===== config.mk =====
export PLATFORM = sky130hd
export DESIGN_NAME = xbar_switch
export DESIGN_NICKNAME = d
export VERILOG_FILES = /design/src/rtl/xbar_cfg_pkg.sv /design/src/rtl/xbar_pin_sync.sv /design/src/rtl/xbar_serial_loader.sv /design/src/rtl/xbar_cfg_store.sv /design/src/rtl/xbar_route_mux.sv /design/src/rtl/xbar_switch.sv
export SDC_FILE = /design/constraint.sdc
export NUM_CORES = 1
export LEC_CHECK = 0
export ABC_AREA = 0
export BUFFER_PORTS_ARGS = -buffer_cell sky130_fd_sc_hd__buf_2
export CORE_UTILIZATION = 35
export CTS_BUF_LIST = sky130_fd_sc_hd__clkbuf_8
export CTS_CLUSTER_SIZE = 12
export DETAILED_ROUTE_END_ITERATION = 7
export GPL_ROUTABILITY_DRIVEN = 0
export PLACE_DENSITY = 0.52
export SLEW_MARGIN = 20
export SYNTH_ARGS = -nofsm -noshare
export SYNTH_HDL_FRONTEND = slang
export SYNTH_SLANG_ARGS = --single-unit

===== constraint.sdc =====
create_clock -name clk -period 9 [get_ports clk]
set_clock_uncertainty 0.15 [all_clocks]
set_input_delay 1.8 -clock clk [delete_from_list [all_inputs] [get_ports clk]]
set_output_delay 1.8 -clock clk [all_outputs]
set_load 0.05 [all_outputs]

===== src/rtl/xbar_cfg_pkg.sv =====
package xbar_cfg_pkg;

    localparam int PORTS  = 32;
    localparam int IDX_W  = $clog2(PORTS);
    localparam int WORD_W = IDX_W + 1;
    localparam int TBL_W  = PORTS * WORD_W;

    // Synchronized pin positions and their idle levels
    localparam int PIN_IDX_CLK = 0;
    localparam int PIN_IDX_DAT = 1;
    localparam int PIN_RTE_CLK = 2;
    localparam int PIN_RTE_DAT = 3;
    localparam int PIN_WR_N    = 4;
    localparam int PIN_COMMIT_N = 5;
    localparam int PIN_COUNT   = 6;
    localparam logic [PIN_COUNT-1:0] PIN_IDLE = 6'b110000;

    typedef struct packed {
        logic             en;
        logic [IDX_W-1:0] src;
    } route_t;

    function automatic route_t entry_of(input logic [TBL_W-1:0] tbl, input int unsigned n);
        return route_t'(tbl[n*WORD_W +: WORD_W]);
    endfunction

    function automatic logic route_bit(input route_t r, input logic [PORTS-1:0] din);
        return r.en & din[r.src];
    endfunction

endpackage


===== src/rtl/xbar_pin_sync.sv =====
module xbar_pin_sync #(
    parameter int               WIDTH  = 6,
    parameter int               STAGES = 2,
    parameter logic [WIDTH-1:0] IDLE   = '0
) (
    input  logic             clk,
    input  logic             rst,
    input  logic [WIDTH-1:0] pin_i,
    output logic [WIDTH-1:0] lvl_o
);
    logic [WIDTH-1:0] stage_q [STAGES];

    always_ff @(posedge clk) begin
        if (rst) begin
            for (int s = 0; s < STAGES; s++) stage_q[s] <= IDLE;
        end else begin
            stage_q[0] <= pin_i;
            for (int s = 1; s < STAGES; s++) stage_q[s] <= stage_q[s-1];
        end
    end

    assign lvl_o = stage_q[STAGES-1];
endmodule


===== src/rtl/xbar_serial_loader.sv =====
module xbar_serial_loader
    import xbar_cfg_pkg::*;
(
    input  logic              clk,
    input  logic              rst,
    input  logic              idx_clk_lvl,
    input  logic              idx_dat_lvl,
    input  logic              rte_clk_lvl,
    input  logic              rte_dat_lvl,
    input  logic              wr_n_lvl,
    output logic [IDX_W-1:0]  idx_o,
    output logic [WORD_W-1:0] word_o,
    output logic              idx_step_o,
    output logic              rte_step_o,
    output logic              wr_pulse_o
);
    logic idx_clk_q, rte_clk_q, wr_n_q;

    assign idx_step_o = idx_clk_lvl & ~idx_clk_q;
    assign rte_step_o = rte_clk_lvl & ~rte_clk_q;
    assign wr_pulse_o = ~wr_n_lvl & wr_n_q;

    always_ff @(posedge clk) begin
        if (rst) begin
            idx_clk_q <= 1'b0;
            rte_clk_q <= 1'b0;
            wr_n_q    <= 1'b1;
            idx_o     <= '0;
            word_o    <= '0;
        end else begin
            idx_clk_q <= idx_clk_lvl;
            rte_clk_q <= rte_clk_lvl;
            wr_n_q    <= wr_n_lvl;
            // First bit in ends up in the top position after a full load
            if (idx_step_o) idx_o  <= {idx_o[IDX_W-2:0], idx_dat_lvl};
            if (rte_step_o) word_o <= {word_o[WORD_W-2:0], rte_dat_lvl};
        end
    end
endmodule


===== src/rtl/xbar_cfg_store.sv =====
module xbar_cfg_store
    import xbar_cfg_pkg::*;
(
    input  logic              clk,
    input  logic              rst,
    input  logic              wr_pulse_i,
    input  logic [IDX_W-1:0]  idx_i,
    input  logic [WORD_W-1:0] word_i,
    input  logic              commit_n_lvl,
    output logic [TBL_W-1:0]  shadow_o,
    output logic [TBL_W-1:0]  active_o
);
    route_t shadow_q  [PORTS];
    route_t active_q  [PORTS];
    route_t shadow_nx [PORTS];

    always_comb begin
        for (int n = 0; n < PORTS; n++) shadow_nx[n] = shadow_q[n];
        if (wr_pulse_i) shadow_nx[idx_i] = route_t'(word_i);
    end

    always_ff @(posedge clk) begin
        if (rst) begin
            for (int n = 0; n < PORTS; n++) begin
                shadow_q[n] <= '0;
                active_q[n] <= '0;
            end
        end else begin
            for (int n = 0; n < PORTS; n++) begin
                shadow_q[n] <= shadow_nx[n];
                if (!commit_n_lvl) active_q[n] <= shadow_nx[n];
            end
        end
    end

    for (genvar g = 0; g < PORTS; g++) begin : g_flat
        assign shadow_o[g*WORD_W +: WORD_W] = shadow_q[g];
        assign active_o[g*WORD_W +: WORD_W] = active_q[g];
    end
endmodule


===== src/rtl/xbar_route_mux.sv =====
module xbar_route_mux
    import xbar_cfg_pkg::*;
(
    input  logic [TBL_W-1:0] active_i,
    input  logic [PORTS-1:0] data_i,
    output logic [PORTS-1:0] data_o
);
    for (genvar g = 0; g < PORTS; g++) begin : g_out
        assign data_o[g] = route_bit(entry_of(active_i, g), data_i);
    end
endmodule


===== src/rtl/xbar_switch.sv =====
module xbar_switch
    import xbar_cfg_pkg::*;
#(
    parameter int SYNC_STAGES = 2
) (
    input  logic             clk,
    input  logic             rst,
    input  logic [PORTS-1:0] data_in,
    output logic [PORTS-1:0] data_out,
    input  logic             idx_sclk,
    input  logic             idx_sdata,
    input  logic             rte_sclk,
    input  logic             rte_sdata,
    input  logic             wr_n,
    input  logic             commit_n
);
    logic [PIN_COUNT-1:0] pin_raw, pin_lvl;
    logic [IDX_W-1:0]     idx_q;
    logic [WORD_W-1:0]    word_q;
    logic                 idx_step, rte_step, wr_pulse, commit_low;
    logic [TBL_W-1:0]     shadow_tbl, active_tbl;

    always_comb begin
        pin_raw               = '0;
        pin_raw[PIN_IDX_CLK]  = idx_sclk;
        pin_raw[PIN_IDX_DAT]  = idx_sdata;
        pin_raw[PIN_RTE_CLK]  = rte_sclk;
        pin_raw[PIN_RTE_DAT]  = rte_sdata;
        pin_raw[PIN_WR_N]     = wr_n;
        pin_raw[PIN_COMMIT_N] = commit_n;
    end

    xbar_pin_sync #(.WIDTH(PIN_COUNT), .STAGES(SYNC_STAGES), .IDLE(PIN_IDLE)) u_sync (
        .clk(clk), .rst(rst), .pin_i(pin_raw), .lvl_o(pin_lvl)
    );

    assign commit_low = ~pin_lvl[PIN_COMMIT_N];

    xbar_serial_loader u_loader (
        .clk(clk), .rst(rst),
        .idx_clk_lvl(pin_lvl[PIN_IDX_CLK]), .idx_dat_lvl(pin_lvl[PIN_IDX_DAT]),
        .rte_clk_lvl(pin_lvl[PIN_RTE_CLK]), .rte_dat_lvl(pin_lvl[PIN_RTE_DAT]),
        .wr_n_lvl(pin_lvl[PIN_WR_N]),
        .idx_o(idx_q), .word_o(word_q),
        .idx_step_o(idx_step), .rte_step_o(rte_step), .wr_pulse_o(wr_pulse)
    );

    xbar_cfg_store u_store (
        .clk(clk), .rst(rst), .wr_pulse_i(wr_pulse), .idx_i(idx_q), .word_i(word_q),
        .commit_n_lvl(pin_lvl[PIN_COMMIT_N]),
        .shadow_o(shadow_tbl), .active_o(active_tbl)
    );

    xbar_route_mux u_mux (
        .active_i(active_tbl), .data_i(data_in), .data_o(data_out)
    );
endmodule


# Word-level counts from Yosys, hierarchy flattened
# Memory sizes are Yosys's and may differ from the RTL's.
# Cells that the tools add are included.
[word_totals] latchBits=0 ramBits=396 romBits=0 register_bits=14 memories=3 out_inout_bits=32
[mem_list] memory="u_store.active_q" depth=32 word_bits=6 read_ports=32 rd_ports_with_merged_regs=0 wr=32 line="xbar_cfg_store.sv:14" rtl="route_t active_q [PORTS];"
[mem_list] memory="u_store.shadow_q" depth=32 word_bits=6 read_ports=32 rd_ports_with_merged_regs=0 wr=32 line="xbar_cfg_store.sv:13" rtl="route_t shadow_q [PORTS];"
[mem_list] memory="u_sync.stage_q" depth=2 word_bits=6 read_ports=2 rd_ports_with_merged_regs=0 wr=2 line="xbar_pin_sync.sv:11" rtl="logic [WIDTH-1:0] stage_q [STAGES];"
[op_classes] bitwise=105 div=0 n_reduce_logical=1 mul=0 shifts=0 magnitude_cmp=34 n_mux=140 eq_ne=0 addsub=0
[op_table] operator="2-to-1 mux 6 bit" count=67
[op_table] operator="bitwise mux 192 bit" count=1
[op_table] operator="< comparator 5 x 6 -> 1 bit (second input constant)" count=32
[op_table] operator="2-to-1 mux 192 bit" count=1
[op_table] operator="binary-select mux 1 bit (select 5 bit)" count=32
[op_table] operator="OR 1 bit" count=66
[op_table] operator="2-to-1 mux 1 bit" count=38
[op_table] operator="bitwise AND 1 bit" count=35
[op_table] operator="demux 6 bit (select 5 bit)" count=1
[op_table] operator=">= comparator 6 bit (second input constant)" count=1
[op_table] operator="< comparator 6 x 1 -> 1 bit (second input constant)" count=1
[op_table] operator="inverter 5 -> 6 bit" count=1
[op_table] operator="inverter 1 bit" count=3
[op_table] operator="logical AND 1 bit" count=1

# Logic depth before layout (Yosys ltp)
[depth] depth_word=8 depth_mapped=6 depth_no_buf=4

# Modules after synthesis
# From an unflattened synthesis, not the netlist that was laid out.
[hier_totals] hier_cells=2046 hier_area_um2=25750.9
[modules_own_cells] mod="xbar_cfg_store" seq_area_each_um2=9609.2 cells_each=1128 area_per_inst_um2=14950.6 n_inst=1
[modules_own_cells] mod="xbar_route_mux" seq_area_each_um2=0.0 cells_each=840 area_per_inst_um2=9824.4 n_inst=1
[modules_own_cells] mod="xbar_serial_loader" seq_area_each_um2=280.3 cells_each=47 area_per_inst_um2=603.1 n_inst=1
[modules_own_cells] mod="xbar_pin_sync" seq_area_each_um2=240.2 cells_each=31 area_per_inst_um2=372.9 n_inst=1

# Worst setup path after synthesis
# No wires, ideal clock.
[synth_path] path_kind="input to register" startpoint="input rst" endpoint="memory u_store.active_q[0][0] in the netlist's numbering (enable)" arrival_time_ps=6676 path_stages=2 slack_ps=1588 path_cell_list="clkbuf_1 -> nand2b_1"
[synth_rtl] element="start: declaration" line="xbar_switch.sv:7" rtl="input logic rst,"
[synth_rtl] element="end: declaration" line="xbar_cfg_store.sv:14"

# Worst setup path in the final report
[layout_path] startpoint="input data_in[0]" endpoint="output data_out[16]"
[layout_between] elab_chain_cells=3
[layout_rtl] element="start: declaration" line="xbar_switch.sv:8" rtl="input logic [PORTS-1:0] data_in,"
[layout_rtl] element="binary-select mux 1 bit (select 5 bit)" line="xbar_cfg_pkg.sv:28" rtl="return r.en & din[r.src];"
[layout_rtl] element="2-to-1 mux 1 bit (not written as such)" line="xbar_cfg_pkg.sv:28"
[layout_rtl] element="bitwise AND 1 bit" line="xbar_cfg_pkg.sv:28"
[layout_rtl] element="end: declaration" line="xbar_switch.sv:9" rtl="output logic [PORTS-1:0] data_out,"
# No other way between the ends. The select of a mux whose other input is x is not followed.

==> run_results.csv <==
group,metric,value,unit
status,outcome,"finished clean",
power_and_ir_drop,intPower,3.28,mW
sta,fin_ws,2.86,ns
power_and_ir_drop,p_clk_share,41.6,%
logic_synthesis,synth_area_per_cell,12.6,um^2
sta,slew_viol_final,0,
power_and_ir_drop,powerDensity,174,nW/um^2
global_route,grt_max_degree,137,
route,vias,16000,
clock_tree,clk_latency,0.68,ns
sta,hold_viol,0,
critical_path,critPathRequiredTime,7.05,ns
die,die_area,69700,um^2
sta,period_needed,6.14,ns
worst_hold_path,hp-class,"flip-flop to flip-flop",
place,dp_hpwl,40700,um
sta,timing.hold.ws,0.269,ns
logic_synthesis,ys_ff_latch,410,
clock_tree,cts_inserted_buffers,73,
route,ant_nets,0,
clock_tree,cts_buffer_depth,3,
place,portBuffers,71,
global_route,grt-ovfl-total,0,
logic_synthesis,netlist.area_leader.share,24.0,%
cells_and_area,fillers,6458,
cells_and_area,num-nets-final,1851,
global_route,track_usage,20.6,%
route,viasPerCell,5.83,
cells_and_area,fin_cells,2748,
clock_tree,post-cts-setup-buffers,0,
cells_and_area,seq_area,10100,um^2
cells_and_area,drive_gt1_share,29.0,%
sta,fmax,163,MHz
sta,max_slew_margin,32.6,%
route,drt_iter0_drc,1355,
clock_tree,clock-root-buffer,"clkbuf_8",
clock_tree,hold_buffers,0,
clock_tree,htreeDepth,3,
power_and_ir_drop,p_comb_share,12.0,%
sta,finalSetupViolCount,0,
route,drt-total-wl,72000,um
place,dp.cells,2609,
logic_synthesis,yosys_warnings,0,
sta,worst_slew_pin_slew,1.01,ns
global_route,antenna_found_initial,2,
power_and_ir_drop,p_seq_share,46.5,%
critical_path,worstSetupPathType,"input port to primary output",
critical_path,startpoint_type,"input port",
logic_synthesis,synthDistinctLibCells,47,
die,io_pins,72,
clock_tree,cts_tree,"yes",
sta,finalSetupTns,0,ns
clock_tree,ctsResizeCount,0,
place,placed_area,24300,um^2
cells_and_area,final_cell_mix,"nor2_1 (299), mux2i_1 (255), dfxtp_1 (212)",
power_and_ir_drop,p_leak,9.14,nW
flow_run,drv_cap,0,
cells_and_area,multiInputGateArea,12500,um^2
clock_tree,cts_sinks,410,
critical_path,critPathArrivalTime,4.19,ns
logic_synthesis,netlist_area,24000,um^2
die,rows,95,
power_and_ir_drop,switching_share,26.8,%
place,place_ws,2.96,ns
global_route,grt_pass1_vias,16300,
die,die_h,264,um
route,dr.pass1.iters,5,
die,start_util,35.6,%
route,post-route-drc-count,0,
critical_path,crit_path_end_kind,"primary output",
cells_and_area,design_area,25800,um^2
die,die_w,264,um
global_route,grt_pass1_wl,108000,um
power_and_ir_drop,p_switching,1.20,mW
critical_path,crit_path_max_fanout,32,
sta,rsz0062_at_grt,"no",
cells_and_area,final_common_cell,"nor2_1",
logic_synthesis,netlist_instances,1914,
route,wl_per_cell,26.2,um
cells_and_area,synthToLayoutAreaGrowth,7.52,%
logic_synthesis,syn-num-nets,1954,
die,core_area,67500,um^2
power_and_ir_drop,ir_drop,0.139,mV
logic_synthesis,ys_seq_area_share,42.1,%
logic_synthesis,yosysTopAreaCell,"edfxtp_1",
clock_tree,clk_transition_reported_paths,0.06,ns
logic_synthesis,synth_area_leaders,"edfxtp_1 (24%), mux4_2 (20%), dfxtp_1 (18%)",
sta,finalCritPeriodShare,68.2,%
[metal layers]
layer	track usage, %	part of all wire (%)	vias up
met2	33.6	48	682
met3	3.52	6.6	173
met5	0.347	0.018	-
met4	8.86	3.5	2
met1	27.0	42	8174
li1	-	-	6989
[cell usage after synthesis, drive strengths merged]
library cell / n
nor3: 1
nand3: 20
or4b: 1
o221a: 9
o221ai: 16
nor2: 315
and4b: 17
or2: 6
nand4bb: 2
nand2b: 32
nand3b: 19
buf: 116
o31ai: 10
o22ai: 25
a21oi: 12
o211ai: 7
nand2: 60
nor3b: 4
a31oi: 7
mux2: 74
edfxtp: 192
nor4bb: 2
clkbuf: 149
inv: 16
o21ai: 31
and2: 1
a311oi: 16
mux4: 224
a2111oi: 22
dfxtp: 218
nor4b: 1
mux2i: 255
nand4b: 1
nor2b: 33
[path summary, 6_finish.rpt]
path                            cells past startpoint                      end  slack (ns)            startpoint
worst min-delay path                                1    u_sync.stage_q[0][11]        0.27  u_sync.stage_q[0][5]
worst max register to register                      4  u_store.active_q[0][16]        6.22     u_loader.idx_o[1]
worst min register to register                      1    u_sync.stage_q[0][11]        0.27  u_sync.stage_q[0][5]
worst max-delay path                                6             data_out[16]        2.86            data_in[0]
[state kept, by name, summed over array words and instances, names as in the netlist]
name and count:
u_store.active_q 192, u_store.shadow_q 192, u_sync.stage_q 12, u_loader.word_o 6, u_loader.idx_o 5, u_loader.idx_clk_q 1
u_loader.rte_clk_q 1, u_loader.wr_n_q 1
[kinds of logic after synthesis]
group / Yosys count / share of synthesized area [%]
simple gates: 515 / 10.8
mux: 553 / 35.3
buf+inv: 281 / 6.01
compound gates: 155 / 5.79
flops: 410 / 42.1
[per-stage QoR]
step                total power [mW]  utilization (%)
floorplan                       2.53                -
global placement                2.65             36.0
detailed placement              2.66             36.0
CTS                             4.54             38.3
global route                    4.65             38.3
finish                          4.49             38.3
[worst max-delay path, stage by stage]
cell and delay (ns):
buf_2 0.73, mux4_2 0.39, nor2b_1 0.14, a2111oi_0 0.09, a311oi_1 0.62, buf_2 0.40
[power by group through the flow]
stage | Clock (mW) | Combinational, mW | Sequential (mW)
floorplan | 0 | 0.469 | 2.06
finish | 1.86 | 0.537 | 2.08
global placement | 0 | 0.526 | 2.12
detailed placement | 0 | 0.532 | 2.12
global route | 2.00 | 0.562 | 2.10
CTS | 1.92 | 0.534 | 2.09
[final cells by class]
class,count,area share (%)
antenna,4,0.0387
clock buffer,88,4.69
clock inverter,47,1.34
inverter,16,0.232
multi-input combinational,1223,48.3
sequential,410,39.2
tap,873,4.23
timing repair buffer,87,1.91
Note: power is estimated with default switching activity, not from simulation.
